--- config.mk ---
export PLATFORM = sky130hd
export DESIGN_NAME = pulse_capture
export DESIGN_NICKNAME = d
export VERILOG_FILES = /design/src/rtl/pc_pkg.sv /design/src/rtl/pc_prescaler.sv /design/src/rtl/pc_glitch_filter.sv /design/src/rtl/pc_run_meter.sv /design/src/rtl/pulse_capture.sv
export SDC_FILE = /design/constraint.sdc
export NUM_CORES = 1
export LEC_CHECK = 0
export ABC_AREA = 1
export BUFFER_PORTS_ARGS = -buffer_cell sky130_fd_sc_hd__buf_4
export CAP_MARGIN = 40
export CORE_UTILIZATION = 54
export DETAILED_ROUTE_END_ITERATION = 10
export PLACE_DENSITY = 0.78
export SLEW_MARGIN = 20
export SYNTH_ARGS = -nofsm -noshare
export SYNTH_HDL_FRONTEND = slang
export SYNTH_HIERARCHICAL = 1
export SYNTH_SLANG_ARGS = --single-unit
--- constraint.sdc ---
create_clock -name clk_i -period 2 [get_ports clk_i]
set_clock_uncertainty 0.05 [all_clocks]
set_input_delay 0.3 -clock clk_i [delete_from_list [all_inputs] [get_ports clk_i]]
set_output_delay 0.3 -clock clk_i [all_outputs]
set_load 0.03 [all_outputs]
--- src/rtl/pc_pkg.sv ---
package pc_pkg;
  localparam int DUR_W  = 15;
  localparam int HALF_W = DUR_W + 1;
  localparam int ITEM_W = 2 * HALF_W;
  localparam logic [DUR_W-1:0] DUR_MAX = '1;

  typedef struct packed {
    logic             lvl;
    logic [DUR_W-1:0] dur;
  } half_t;
endpackage

--- src/rtl/pc_prescaler.sv ---
module pc_prescaler #(
  parameter int DIV_W = 8
) (
  input  logic             clk_i,
  input  logic             rst_ni,
  input  logic             en_i,
  input  logic [DIV_W-1:0] div_i,
  output logic             tick_o
);
  logic [DIV_W-1:0] cnt_q;
  logic [DIV_W-1:0] lim;
  logic             active;

  assign active = en_i && (div_i != '0);
  assign lim    = div_i - DIV_W'(1);
  assign tick_o = active && (cnt_q >= lim);

  always_ff @(posedge clk_i or negedge rst_ni) begin
    if (!rst_ni)      cnt_q <= '0;
    else if (!active) cnt_q <= '0;
    else if (tick_o)  cnt_q <= '0;
    else              cnt_q <= cnt_q + DIV_W'(1);
  end
endmodule

--- src/rtl/pc_glitch_filter.sv ---
module pc_glitch_filter #(
  parameter int FLT_W = 8
) (
  input  logic             clk_i,
  input  logic             rst_ni,
  input  logic             sig_i,
  input  logic [FLT_W-1:0] thr_i,
  output logic             lvl_o
);
  logic [1:0]       sync_q;
  logic [FLT_W-1:0] cnt_q;
  logic             lvl_q;

  always_ff @(posedge clk_i or negedge rst_ni) begin
    if (!rst_ni) begin
      sync_q <= '0;
      cnt_q  <= '0;
      lvl_q  <= 1'b0;
    end else begin
      sync_q <= {sync_q[0], sig_i};
      if (sync_q[1] == lvl_q) begin
        cnt_q <= '0;
      end else if (cnt_q >= thr_i) begin
        // change persisted thr+1 cycles
        lvl_q <= sync_q[1];
        cnt_q <= '0;
      end else begin
        cnt_q <= cnt_q + FLT_W'(1);
      end
    end
  end

  assign lvl_o = lvl_q;
endmodule

--- src/rtl/pc_run_meter.sv ---
module pc_run_meter
  import pc_pkg::*;
#(
  parameter int IDLE_W = 16
) (
  input  logic              clk_i,
  input  logic              rst_ni,
  input  logic              act_i,
  input  logic              tick_i,
  input  logic              lvl_i,
  input  logic [IDLE_W-1:0] idle_i,
  output logic              emit_o,
  output logic [ITEM_W-1:0] emit_item_o,
  output logic              emit_last_o
);
  logic              run_q;
  logic              lvl_q;
  logic [DUR_W-1:0]  dur_q;
  logic [IDLE_W-1:0] idle_q;
  half_t             half_q;
  logic              have_q;
  logic              edge_hit;
  logic              idle_hit;
  half_t             rec;

  assign edge_hit = lvl_i != lvl_q;
  assign idle_hit = run_q && !edge_hit && tick_i && (idle_q >= idle_i);
  assign rec      = '{lvl: lvl_q, dur: dur_q};

  always_ff @(posedge clk_i or negedge rst_ni) begin
    if (!rst_ni) begin
      run_q  <= 1'b0;
      lvl_q  <= 1'b0;
      dur_q  <= '0;
      idle_q <= '0;
      half_q <= '0;
      have_q <= 1'b0;
    end else if (!act_i) begin
      run_q  <= 1'b0;
      lvl_q  <= lvl_i;
      dur_q  <= '0;
      idle_q <= '0;
      have_q <= 1'b0;
    end else begin
      lvl_q <= lvl_i;
      if (edge_hit) begin
        run_q  <= 1'b1;
        dur_q  <= DUR_W'(tick_i);
        idle_q <= IDLE_W'(tick_i);
        if (run_q) begin
          if (!have_q) begin
            half_q <= rec;
            have_q <= 1'b1;
          end else begin
            have_q <= 1'b0;
          end
        end
      end else if (idle_hit) begin
        run_q  <= 1'b0;
        have_q <= 1'b0;
      end else if (run_q && tick_i) begin
        if (dur_q != DUR_MAX) dur_q <= dur_q + DUR_W'(1);
        if (idle_q != '1)     idle_q <= idle_q + IDLE_W'(1);
      end
    end
  end

  always_comb begin
    emit_o      = act_i && ((edge_hit && run_q && have_q) || idle_hit);
    emit_last_o = !edge_hit;
    if (edge_hit)    emit_item_o = {rec, half_q};
    else if (have_q) emit_item_o = {HALF_W'(0), half_q};
    else             emit_item_o = '0;
  end
endmodule

--- src/rtl/pulse_capture.sv ---
module pulse_capture
  import pc_pkg::*;
#(
  parameter int DIV_W  = 8,
  parameter int FLT_W  = 8,
  parameter int IDLE_W = 16
) (
  input  logic              clk_i,
  input  logic              rst_ni,
  input  logic              en_i,
  input  logic [DIV_W-1:0]  div_i,
  input  logic [FLT_W-1:0]  flt_i,
  input  logic [IDLE_W-1:0] idle_i,
  input  logic              sig_i,
  output logic [ITEM_W-1:0] item_o,
  output logic              valid_o,
  output logic              last_o,
  input  logic              ready_i,
  output logic              ovf_o
);
  logic              tick;
  logic              act;
  logic              flt_lvl;
  logic              emit;
  logic [ITEM_W-1:0] emit_item;
  logic              emit_last;
  logic [ITEM_W-1:0] item_q;
  logic              valid_q, last_q, ovf_q;

  assign act = en_i && (div_i != '0);

  pc_prescaler #(.DIV_W(DIV_W)) u_pre (
    .clk_i, .rst_ni, .en_i, .div_i, .tick_o(tick)
  );

  pc_glitch_filter #(.FLT_W(FLT_W)) u_flt (
    .clk_i, .rst_ni, .sig_i, .thr_i(flt_i), .lvl_o(flt_lvl)
  );

  pc_run_meter #(.IDLE_W(IDLE_W)) u_meter (
    .clk_i, .rst_ni, .act_i(act), .tick_i(tick), .lvl_i(flt_lvl),
    .idle_i, .emit_o(emit), .emit_item_o(emit_item), .emit_last_o(emit_last)
  );

  always_ff @(posedge clk_i or negedge rst_ni) begin
    if (!rst_ni) begin
      item_q  <= '0;
      valid_q <= 1'b0;
      last_q  <= 1'b0;
    end else if (emit && (!valid_q || ready_i)) begin
      item_q  <= emit_item;
      last_q  <= emit_last;
      valid_q <= 1'b1;
    end else if (ready_i) begin
      valid_q <= 1'b0;
    end
  end

  always_ff @(posedge clk_i or negedge rst_ni) begin
    if (!rst_ni)                           ovf_q <= 1'b0;
    else if (!en_i)                        ovf_q <= 1'b0;
    else if (emit && valid_q && !ready_i)  ovf_q <= 1'b1;
  end

  assign item_o  = item_q;
  assign valid_o = valid_q;
  assign last_o  = last_q;
  assign ovf_o   = ovf_q;
endmodule

==> results of run 1 <==
flip-flops by register name, indices dropped and copies added, names as in the netlist, 2 cells and up:
name	cells
u_meter/dur_q	15
u_meter/idle_q	16
u_pre/cnt_q	8
item_o	32
u_flt/sync_q	2
u_meter/half_q	16
u_flt/cnt_q	8
worst max path at each step:
| stage | cells past startpoint | startpoint | to |
|---|---|---|---|
| 5_1_grt | 18 | div_i[3] | item_o[19]$_DFFE_PN0P_ |
| 2_1_floorplan | 19 | div_i[3] | item_o[23]$_DFFE_PN0P_ |
| 3_3_place_gp | 19 | div_i[0] | item_o[23]$_DFFE_PN0P_ |
| 4_1_cts | 18 | div_i[3] | item_o[23]$_DFFE_PN0P_ |
| 3_5_place_dp | 19 | div_i[1] | item_o[7]$_DFFE_PN0P_ |
| 6_report | 21 | div_i[3] | u_meter/have_q$_DFFE_PN0P_ |
final cells by class:
cell class	instances	area, sq um	share of cell area
Clock buffer	11	243	0.0292
Clock inverter	5	38.8	0.00466
Inverter	104	400	0.0481
Multi-Input combinational cell	593	3490	0.420
Sequential cell	104	2600	0.313
Tap cell	143	179	0.0215
Timing Repair Buffer	155	1360	0.164
power by group:
| part | switching [W] | internal [W] | total [W] | leakage (nW) |
|---|---|---|---|---|
| logic | 0.00124 | 0.000697 | 0.00194 | 2.77 |
| clock network | 0.000822 | 0.000892 | 0.00171 | 0.137 |
| registers | 0.0000795 | 0.00220 | 0.00228 | 1.44 |
worst max-delay path, cell delays in order:
cell,delay [ps]
buf_6,100
nor2_4,140
nand2_2,70
nor2_1,80
nand3_1,80
xor2_1,150
ha_1,290
nand2_1,70
o21a_1,190
a21oi_2,170
nand2_2,110
nor2_4,120
nand2_4,60
buf_4,130
buf_6,100
buf_6,100
buf_6,110
nand2_4,50
nand2_1,50
nand2_1,50
nand2_1,50
layer usage:
layer | global-route usage | up-vias | wire [microns]
li1 | - | 2910 | -
met1 | 0.318 | 2758 | 6680
met2 | 0.460 | 178 | 7830
met3 | 0.0468 | 24 | 712
met4 | 0.0819 | 0 | 218
met5 | 0 | - | 0
repair_timing:
item                       CTS  global route
hold endpoints to repair    59             1
buffers inserted            13             2
setup endpoints to repair   66            68
resized for setup           35            50
pin swaps                   16            28
hold buffers                 1             1
gates cloned                 5             2
through the flow:
stage          hold WS (ps)  utilization  cell area [sq um]  power (W)
2_1_floorplan         -45.6            -               6330    0.00329
3_3_place_gp           88.6        0.655               7440    0.00388
3_5_place_dp           89.6        0.655               7440    0.00392
4_1_cts                5.38        0.707               8040    0.00573
5_1_grt                 168        0.732               8320    0.00621
6_report                175        0.732               8320    0.00593
cell usage in the layout (no fill, tap or decap), drive strengths merged, types with 3 or more instances in the layout:
cell type  instances
a21o               3
a21oi             24
buf              151
clkbuf            12
dfrtp            104
ha                39
inv              107
nand2            246
nand3             86
nand4             16
nor2             110
nor3               9
o21ai             27
o22ai              3
xnor2              5
xor2              16
cells by family (layout without fill, tap and decap cells):
logic type | after synthesis | after routing | synth area share
adder cells (fa/ha/maj) | 39 | 39 | 0.0776
AO/OA/AOI/OAI | 62 | 62 | 0.0533
buffers and inverters | 129 | 275 | 0.0894
flip-flops | 104 | 104 | 0.414
AND/OR/NAND/NOR | 467 | 471 | 0.336
XOR/XNOR | 21 | 21 | 0.0293
==> impl_metrics.json, run 1 <==
{
  "tightest_slew_ps": 518,
  "synth_top_area_frac": 0.414,
  "fin_tns_setup_ps": -27410,
  "setup_ws_ps": -444,
  "ys_ff_latch": 104,
  "synth.most_common_cell": "nand2_1",
  "grt_pass1_vias": 5471,
  "setup-violations-final": 68,
  "clkSinkCount": 104,
  "drv_cap": 0,
  "required_ps": 2180,
  "synth_area_leaders": "dfrtp_1, nand2_1, ha_1",
  "dieWidth_microns": 110,
  "routed_wl_microns": 15400,
  "cts-root-buf": "clkbuf_16",
  "syn_to_final_growth_pct": 32.3,
  "fin_crit_sh": 1.22,
  "synth-edff-count": 0,
  "holdCritStartpoint": "en_i",
  "cp_max_fo": 3,
  "ys_top_cells_by_count": "nand2_1, dfrtp_1, inv_1",
  "r2r-end": "u_meter/have_q$_DFFE_PN0P_",
  "hold_class": "primary input to flip-flop",
  "die_area_sq_um": 12100,
  "portBuffers": 71,
  "min_to": "ovf_o$_DFFE_PN0P_",
  "antenna_cells": 0,
  "insertion_delay_ps": 350,
  "whs_path_depth": 3,
  "netlist_area_sq_um": 6290,
  "gp_congestion": 0.875,
  "post-route-min-period_ps": 2440,
  "start_kind": "primary input",
  "stdcell_count": 1115,
  "yosysWarnings": 6,
  "hold_violations": 0,
  "cts-htree-levels": 3,
  "drcViolationCount": 0,
  "yosysTopAreaCell": "dfrtp_1",
  "antenna_left": 0,
  "syn_nets": 898,
  "cts_tree": "done",
  "grt_first_pass_wirelength_microns": 24400,
  "violations": "setup timing",
  "antenna_found_initial": 0,
  "route.vias.total": 5870,
  "clockBufferDepth": 2,
  "pre_cts_slack_ps": -812,
  "start_util": 0.553,
  "fp.dieH_microns": 110,
  "ys_seq_area_frac": 0.414,
  "io_pins": 72,
  "wl_per_cell_microns": 13.9,
  "drv_slew": 0,
  "drive_gt1_frac": 0.281,
  "worstSetupPathType": "primary input to flip-flop",
  "critPathCaptureType": "flip-flop",
  "reg2reg_depth": 18,
  "status": "finished with violations",
  "yosysUniqueCellTypes": 38,
  "core_area_sq_um": 11400,
  "final_nets": 1043,
  "cts_buffers": 9,
  "power_density_nw_per_um2": 713,
  "ir_drop_v": 0.000563,
  "syn_avg_cell_area_sq_um": 7.65,
  "drt-pass1-iter-count": 7,
  "rsz0062_at_grt": "true",
  "r2r-start": "u_pre/cnt_q[1]$_DFF_PN0_",
  "grtUsageTotal": 0.259,
  "fillers": 808,
  "synthArstFlopShare": 1.00,
  "fmax_mhz": 409,
  "maxSlewHeadroom": 0.654,
  "grt_max_degree": 55,
  "place_hpwl_microns": 9770,
  "ys.flop_type": "dfrtp_1",
  "synth_cells": 822,
  "rrSetupSlack_ps": -340,
  "first_iter_violations": 399,
  "num_rows": 39,
  "vias_per_cell": 5.26,
  "arrival_ps": 2630,
  "p_leak_nw": 4.34,
  "clkTransAtPathRegs_ps": 70,
  "grt_overflow": 0,
  "dp.cells": 1076
}
(Power assumes the default switching activity.)
==> run 2, diff against run 1 <==
--- a/config.mk
+++ b/config.mk
@@ -11,6 +11,7 @@
 export CORE_UTILIZATION = 54
 export DETAILED_ROUTE_END_ITERATION = 10
 export PLACE_DENSITY = 0.78
+export RECOVER_POWER = 100
 export SLEW_MARGIN = 20
 export SYNTH_ARGS = -nofsm -noshare
 export SYNTH_HDL_FRONTEND = slang
==> run 2 against run 1 <==
Net effect:
- the run still ends with setup timing left
- utilization shrank 1.7 points
- cell area shrank 2.3%
- non-clock buffer count is the same
- hold slack lost 1.5 ps
- combinational power shrank 3%
- clock-buffer cell count is the same
- setup slack lost 40 ps
- flip-flop and latch count is the same
- register-to-register slack is essentially flat
- largest cell class unchanged
==> impl_metrics.json, run 2 (same netlist as run 1, synthesis figures left out) <==
{
  "cts-root-buf": "clkbuf_16",
  "fp.dieH_microns": 110,
  "drive_gt1_frac": 0.241,
  "r2r-end": "u_meter/have_q$_DFFE_PN0P_",
  "place_hpwl_microns": 9770,
  "dp.cells": 1076,
  "setup_ws_ps": -484,
  "gp_congestion": 0.875,
  "fin_area_sq_um": 8130,
  "antenna_found_initial": 0,
  "reg2reg_depth": 18,
  "whs_path_depth": 3,
  "rrSetupSlack_ps": -340,
  "route.vias.total": 5888,
  "vias_per_cell": 5.28,
  "stdcell_count": 1115,
  "insertion_delay_ps": 350,
  "maxSlewHeadroom": 0.502,
  "critPathCaptureType": "flip-flop",
  "antenna_left": 0,
  "portBuffers": 71,
  "violations": "setup timing",
  "fmax_mhz": 402,
  "final_common_cell": "nand2_1",
  "slowest_delay_ps": 180,
  "grt_first_pass_wirelength_microns": 24400,
  "syn_to_final_growth_pct": 29.3,
  "clkSinkCount": 104,
  "arrival_ps": 2670,
  "die_area_sq_um": 12100,
  "fin_crit_sh": 1.24,
  "cts_tree": "done",
  "cts-htree-levels": 3,
  "first_iter_violations": 397,
  "cp_max_fo": 5,
  "grt_overflow": 0,
  "r2r-start": "u_pre/cnt_q[1]$_DFF_PN0_",
  "layout_common_cells": "nand2_1, dfrtp_1, inv_1",
  "hold_class": "primary input to flip-flop",
  "required_ps": 2190,
  "tightest_slew_ps": 747,
  "drv_slew": 0,
  "ir_drop_v": 0.000543,
  "antenna_cells": 0,
  "p_leak_nw": 4.16,
  "grt_pass1_vias": 5471,
  "setup-violations-final": 68,
  "hold_violations": 0,
  "clockBufferDepth": 2,
  "slowest_stage": "nor2_2",
  "power_density_nw_per_um2": 724,
  "grt_max_degree": 55,
  "drt-pass1-iter-count": 5,
  "start_util": 0.553,
  "clkTransAtPathRegs_ps": 70,
  "holdCritStartpoint": "en_i",
  "grtUsageTotal": 0.259,
  "post-route-min-period_ps": 2480,
  "min_to": "ovf_o$_DFFE_PN0P_",
  "routed_wl_microns": 15500,
  "drv_cap": 0,
  "start_kind": "primary input",
  "core_area_sq_um": 11400,
  "dieWidth_microns": 110,
  "num_rows": 39,
  "rsz0062_at_grt": "true",
  "dpl_cell_area_sq_um": 7440,
  "drcViolationCount": 0,
  "worstSetupPathType": "primary input to flip-flop",
  "io_pins": 72,
  "worstPathCellList": "buf_6 > nor2_4 > nand2_2 > buf_4 > buf_4 > buf_4 > buf_4 > buf_4 > buf_4 > buf_4 > nor2_2 > nor2_8 > inv_2 > a21oi_2 > nand2_2 > buf_4 > buf_4 > inv_4 > nand3_4 > nand2_8 > buf_8 > nand3_2 > nand2_1",
  "crit_path_frequent_cell": "buf_4",
  "largest_register_ffs": 32,
  "final_nets": 1043,
  "wl_per_cell_microns": 13.9,
  "cts_buffers": 9,
  "status": "finished with violations"
}
==> run 2: cell count changes in the layout (fill, tap and decap cells not counted), sizes merged <==
cell / before / now
buf: 151 / 108
clkbuf: 12 / 55
==> run 2: worst max-delay path, delay by kind of cell <==
family | cells | cell delay (ps)
compound gates | 1 | 40
buf+inv | 13 | 1460
simple gates | 9 | 870
==> run 2: cell type report <==
cell class                      instances  area, sq um
Multi-Input combinational cell        593         3480
Fill cell                             861         3240
Sequential cell                       104         2600
Timing Repair Buffer                  155         1180
Inverter                              104          400
Clock buffer                           11          243
Tap cell                              143          179
Clock inverter                          5         38.8
==> run 2: through the flow <==
step | util | total power, W | worst slack, ps | setup TNS, ps | hold WS, ps
6_report | 0.715 | 0.00589 | -484 | -28060 | 173
5_1_grt | 0.715 | 0.00618 | -566 | -34740 | 168
4_1_cts | 0.707 | 0.00573 | -365 | -16650 | 5.38
3_5_place_dp | 0.655 | 0.00392 | -812 | -47430 | 89.6
3_3_place_gp | 0.655 | 0.00388 | -712 | -42660 | 88.6
2_1_floorplan | - | 0.00329 | -399 | -19360 | -45.6
==> run 2: metal layers <==
| layer | vias to the layer above | part of all wire | GRT usage |
|---|---|---|---|
| met5 | - | 0 | 0 |
| met2 | 186 | 0.50 | 0.460 |
| met1 | 2766 | 0.43 | 0.318 |
| met3 | 27 | 0.051 | 0.0468 |
| met4 | 0 | 0.016 | 0.0819 |
| li1 | 2909 | - | - |
==> run 2: how the worst max path moves through the flow <==
stage,slack (ps),from,cells past startpoint,end
after CTS,-360,div_i[3],18,item_o[23]$_DFFE_PN0P_
after detailed placement,-810,div_i[1],19,item_o[7]$_DFFE_PN0P_
after global routing,-570,div_i[3],18,item_o[19]$_DFFE_PN0P_
final,-480,div_i[3],23,u_meter/dur_q[5]$_DFFE_PN0P_
after floorplan,-400,div_i[3],19,item_o[23]$_DFFE_PN0P_
after global placement,-710,div_i[0],19,item_o[23]$_DFFE_PN0P_
==> run 2: what timing repair did <==
item	CTS	global route
gates resized for setup	35	50
endpoints found under the setup margin	66	68
cloned	5	2
setup buffers	13	2
pin swaps	16	28
endpoints found under the hold margin	59	1
hold buffers	1	1
==> run 2: report_power, final <==
group,internal [W],leakage (nW),total [W],switching (W)
Combinational,0.000665,2.59,0.00189,0.00123
Clock,0.000891,0.137,0.00171,0.000820
Sequential,0.00220,1.44,0.00228,0.0000790
==> run 3, diff against run 2 <==
--- a/config.mk
+++ b/config.mk
@@ -10,6 +10,7 @@
 export CAP_MARGIN = 40
 export CORE_UTILIZATION = 54
 export DETAILED_ROUTE_END_ITERATION = 10
+export GPL_TIMING_DRIVEN = 0
 export PLACE_DENSITY = 0.78
 export RECOVER_POWER = 100
 export SLEW_MARGIN = 20
==> run 3 against run 2 <==
Net effect:
- the run still ends with setup timing left
- register-to-register slack lost 20 ps
- hold slack lost 130 ps
- highest routed layer unchanged
- final cell count shrank 3.0%
- critical endpoint is now u_meter/dur_q[7]$_DFFE_PN0P_
==> impl_metrics.json, run 3 (same netlist as run 1, synthesis figures left out) <==
{
  "crit_start": "div_i[5]",
  "largest_register_ffs": 32,
  "antenna_found_initial": 0,
  "drv_cap": 0,
  "start_kind": "primary input",
  "pre_cts_slack_ps": -814,
  "dieWidth_microns": 110,
  "cp_max_fo": 5,
  "hold-worst-slack_ps": 47.4,
  "clkTransAtPathRegs_ps": 70,
  "worstSetupPathType": "primary input to flip-flop",
  "dp.cells": 1037,
  "grt_overflow": 0,
  "ir_drop_v": 0.000522,
  "start_util": 0.553,
  "drv_slew": 0,
  "power_density_nw_per_um2": 740,
  "rsz0062_at_grt": "true",
  "portBuffers": 71,
  "grtUsageTotal": 0.243,
  "fin_area_sq_um": 7730,
  "drive_gt1_frac": 0.218,
  "insertion_delay_ps": 350,
  "num_rows": 39,
  "first_iter_violations": 369,
  "hold_class": "primary input to flip-flop",
  "clockBufferDepth": 2,
  "vias_per_cell": 5.16,
  "drcViolationCount": 0,
  "status": "finished with violations",
  "route.vias.total": 5586,
  "layout_common_cells": "nand2_1, dfrtp_1, inv_1",
  "antenna_cells": 0,
  "drt-pass1-iter-count": 5,
  "final_nets": 1011,
  "holdCritStartpoint": "sig_i",
  "cts-htree-levels": 3,
  "clkSinkCount": 104,
  "tightest_slew_ps": 1300,
  "critPathCaptureType": "flip-flop",
  "violations": "setup timing",
  "grt_first_pass_wirelength_microns": 22900,
  "dpl_cell_area_sq_um": 7070,
  "antenna_left": 0,
  "fmax_mhz": 410,
  "core_area_sq_um": 11400,
  "p_total_w": 0.00572,
  "place_hpwl_microns": 9630,
  "cts_tree": "done",
  "final_common_cell": "nand2_1",
  "grt_pass1_vias": 5168,
  "setup_ws_ps": -441,
  "die_area_sq_um": 12100,
  "wl_per_cell_microns": 13.3,
  "r2r-start": "u_meter/idle_q[9]$_DFFE_PN0P_",
  "maxSlewHeadroom": 0.133,
  "p_leak_nw": 3.96,
  "setup-violations-final": 67,
  "stdcell_count": 1082,
  "grt_max_degree": 54,
  "hold_violations": 0,
  "fp.dieH_microns": 110,
  "post-route-min-period_ps": 2440,
  "fillers": 948,
  "cts-root-buf": "clkbuf_16",
  "gp_congestion": 0.855,
  "required_ps": 2190,
  "routed_wl_microns": 14400,
  "syn_to_final_growth_pct": 23.0,
  "cts_buffers": 9,
  "arrival_ps": 2640,
  "fin_crit_sh": 1.22,
  "io_pins": 72
}
## run 3: area by class of cell
type	count	area (sq um)	share of cell area
Tap cell	143	179	0.0231
Clock inverter	6	43.8	0.00566
Sequential cell	104	2600	0.337
Timing Repair Buffer	102	726	0.0939
Buffer	25	195	0.0252
Clock buffer	9	225	0.0291
Multi-Input combinational cell	589	3350	0.434
Inverter	104	405	0.0524
## run 3: worst max-delay path, cell delays in order
cell     delay [ps]
buf_8           100
nor2_4          110
nand2_2          60
nor2_1          100
nand3_1         100
xor2_1          170
ha_1            320
nand2_2          60
o21a_1          190
a21oi_2         200
nand2_2          80
buf_6           120
buf_6           110
inv_6            60
nand3_4          90
nand2_4         130
nand2_8          80
buf_6           150
nand2_2          60
nand2_2          50
## run 3: final timing paths
path	depth (start not counted)	to	slack, ps
hold reg to reg	0	u_flt/sync_q[1]$_DFF_PN0_	310
hold / removal	1	u_flt/sync_q[0]$_DFF_PN0_	50
setup reg to reg	12	item_o[18]$_DFFE_PN0P_	-360
min in group asynchronous	2	item_o[5]$_DFFE_PN0P_	720
max in group asynchronous	3	u_meter/idle_q[8]$_DFFE_PN0P_	310
setup / recovery	20	u_meter/dur_q[7]$_DFFE_PN0P_	-440
## run 3: metal layers
layer | track usage | vias to the layer above | part of all wire
met5 | 0 | - | 0
met2 | 0.432 | 139 | 0.48
met4 | 0.0667 | 0 | 0.014
met3 | 0.0373 | 22 | 0.055
li1 | - | 2831 | -
met1 | 0.307 | 2594 | 0.45
## run 3: power by group
part	switching, W	internal [W]	total, W
logic	0.00117	0.000610	0.00178
clock network	0.000799	0.000844	0.00164
registers	0.000102	0.00220	0.00231
## run 3: per-stage QoR
| step | util | setup TNS, ps |
|---|---|---|
| 3_3_place_gp | 0.619 | -46600 |
| 5_1_grt | 0.680 | -37750 |
| 3_5_place_dp | 0.622 | -47470 |
| 2_1_floorplan | - | -19360 |
| 4_1_cts | 0.681 | -20510 |
| 6_report | 0.680 | -25950 |
## run 3: repair_timing
| item | CTS | global route |
|---|---|---|
| cloned | 4 | 0 |
| pin swaps | 18 | 6 |
| endpoints found under the hold margin | 51 | 0 |
| buffers inserted | 25 | 1 |
| gates resized for setup | 63 | 41 |
| setup endpoints to repair | 68 | 68 |
| hold buffers | 1 | 0 |
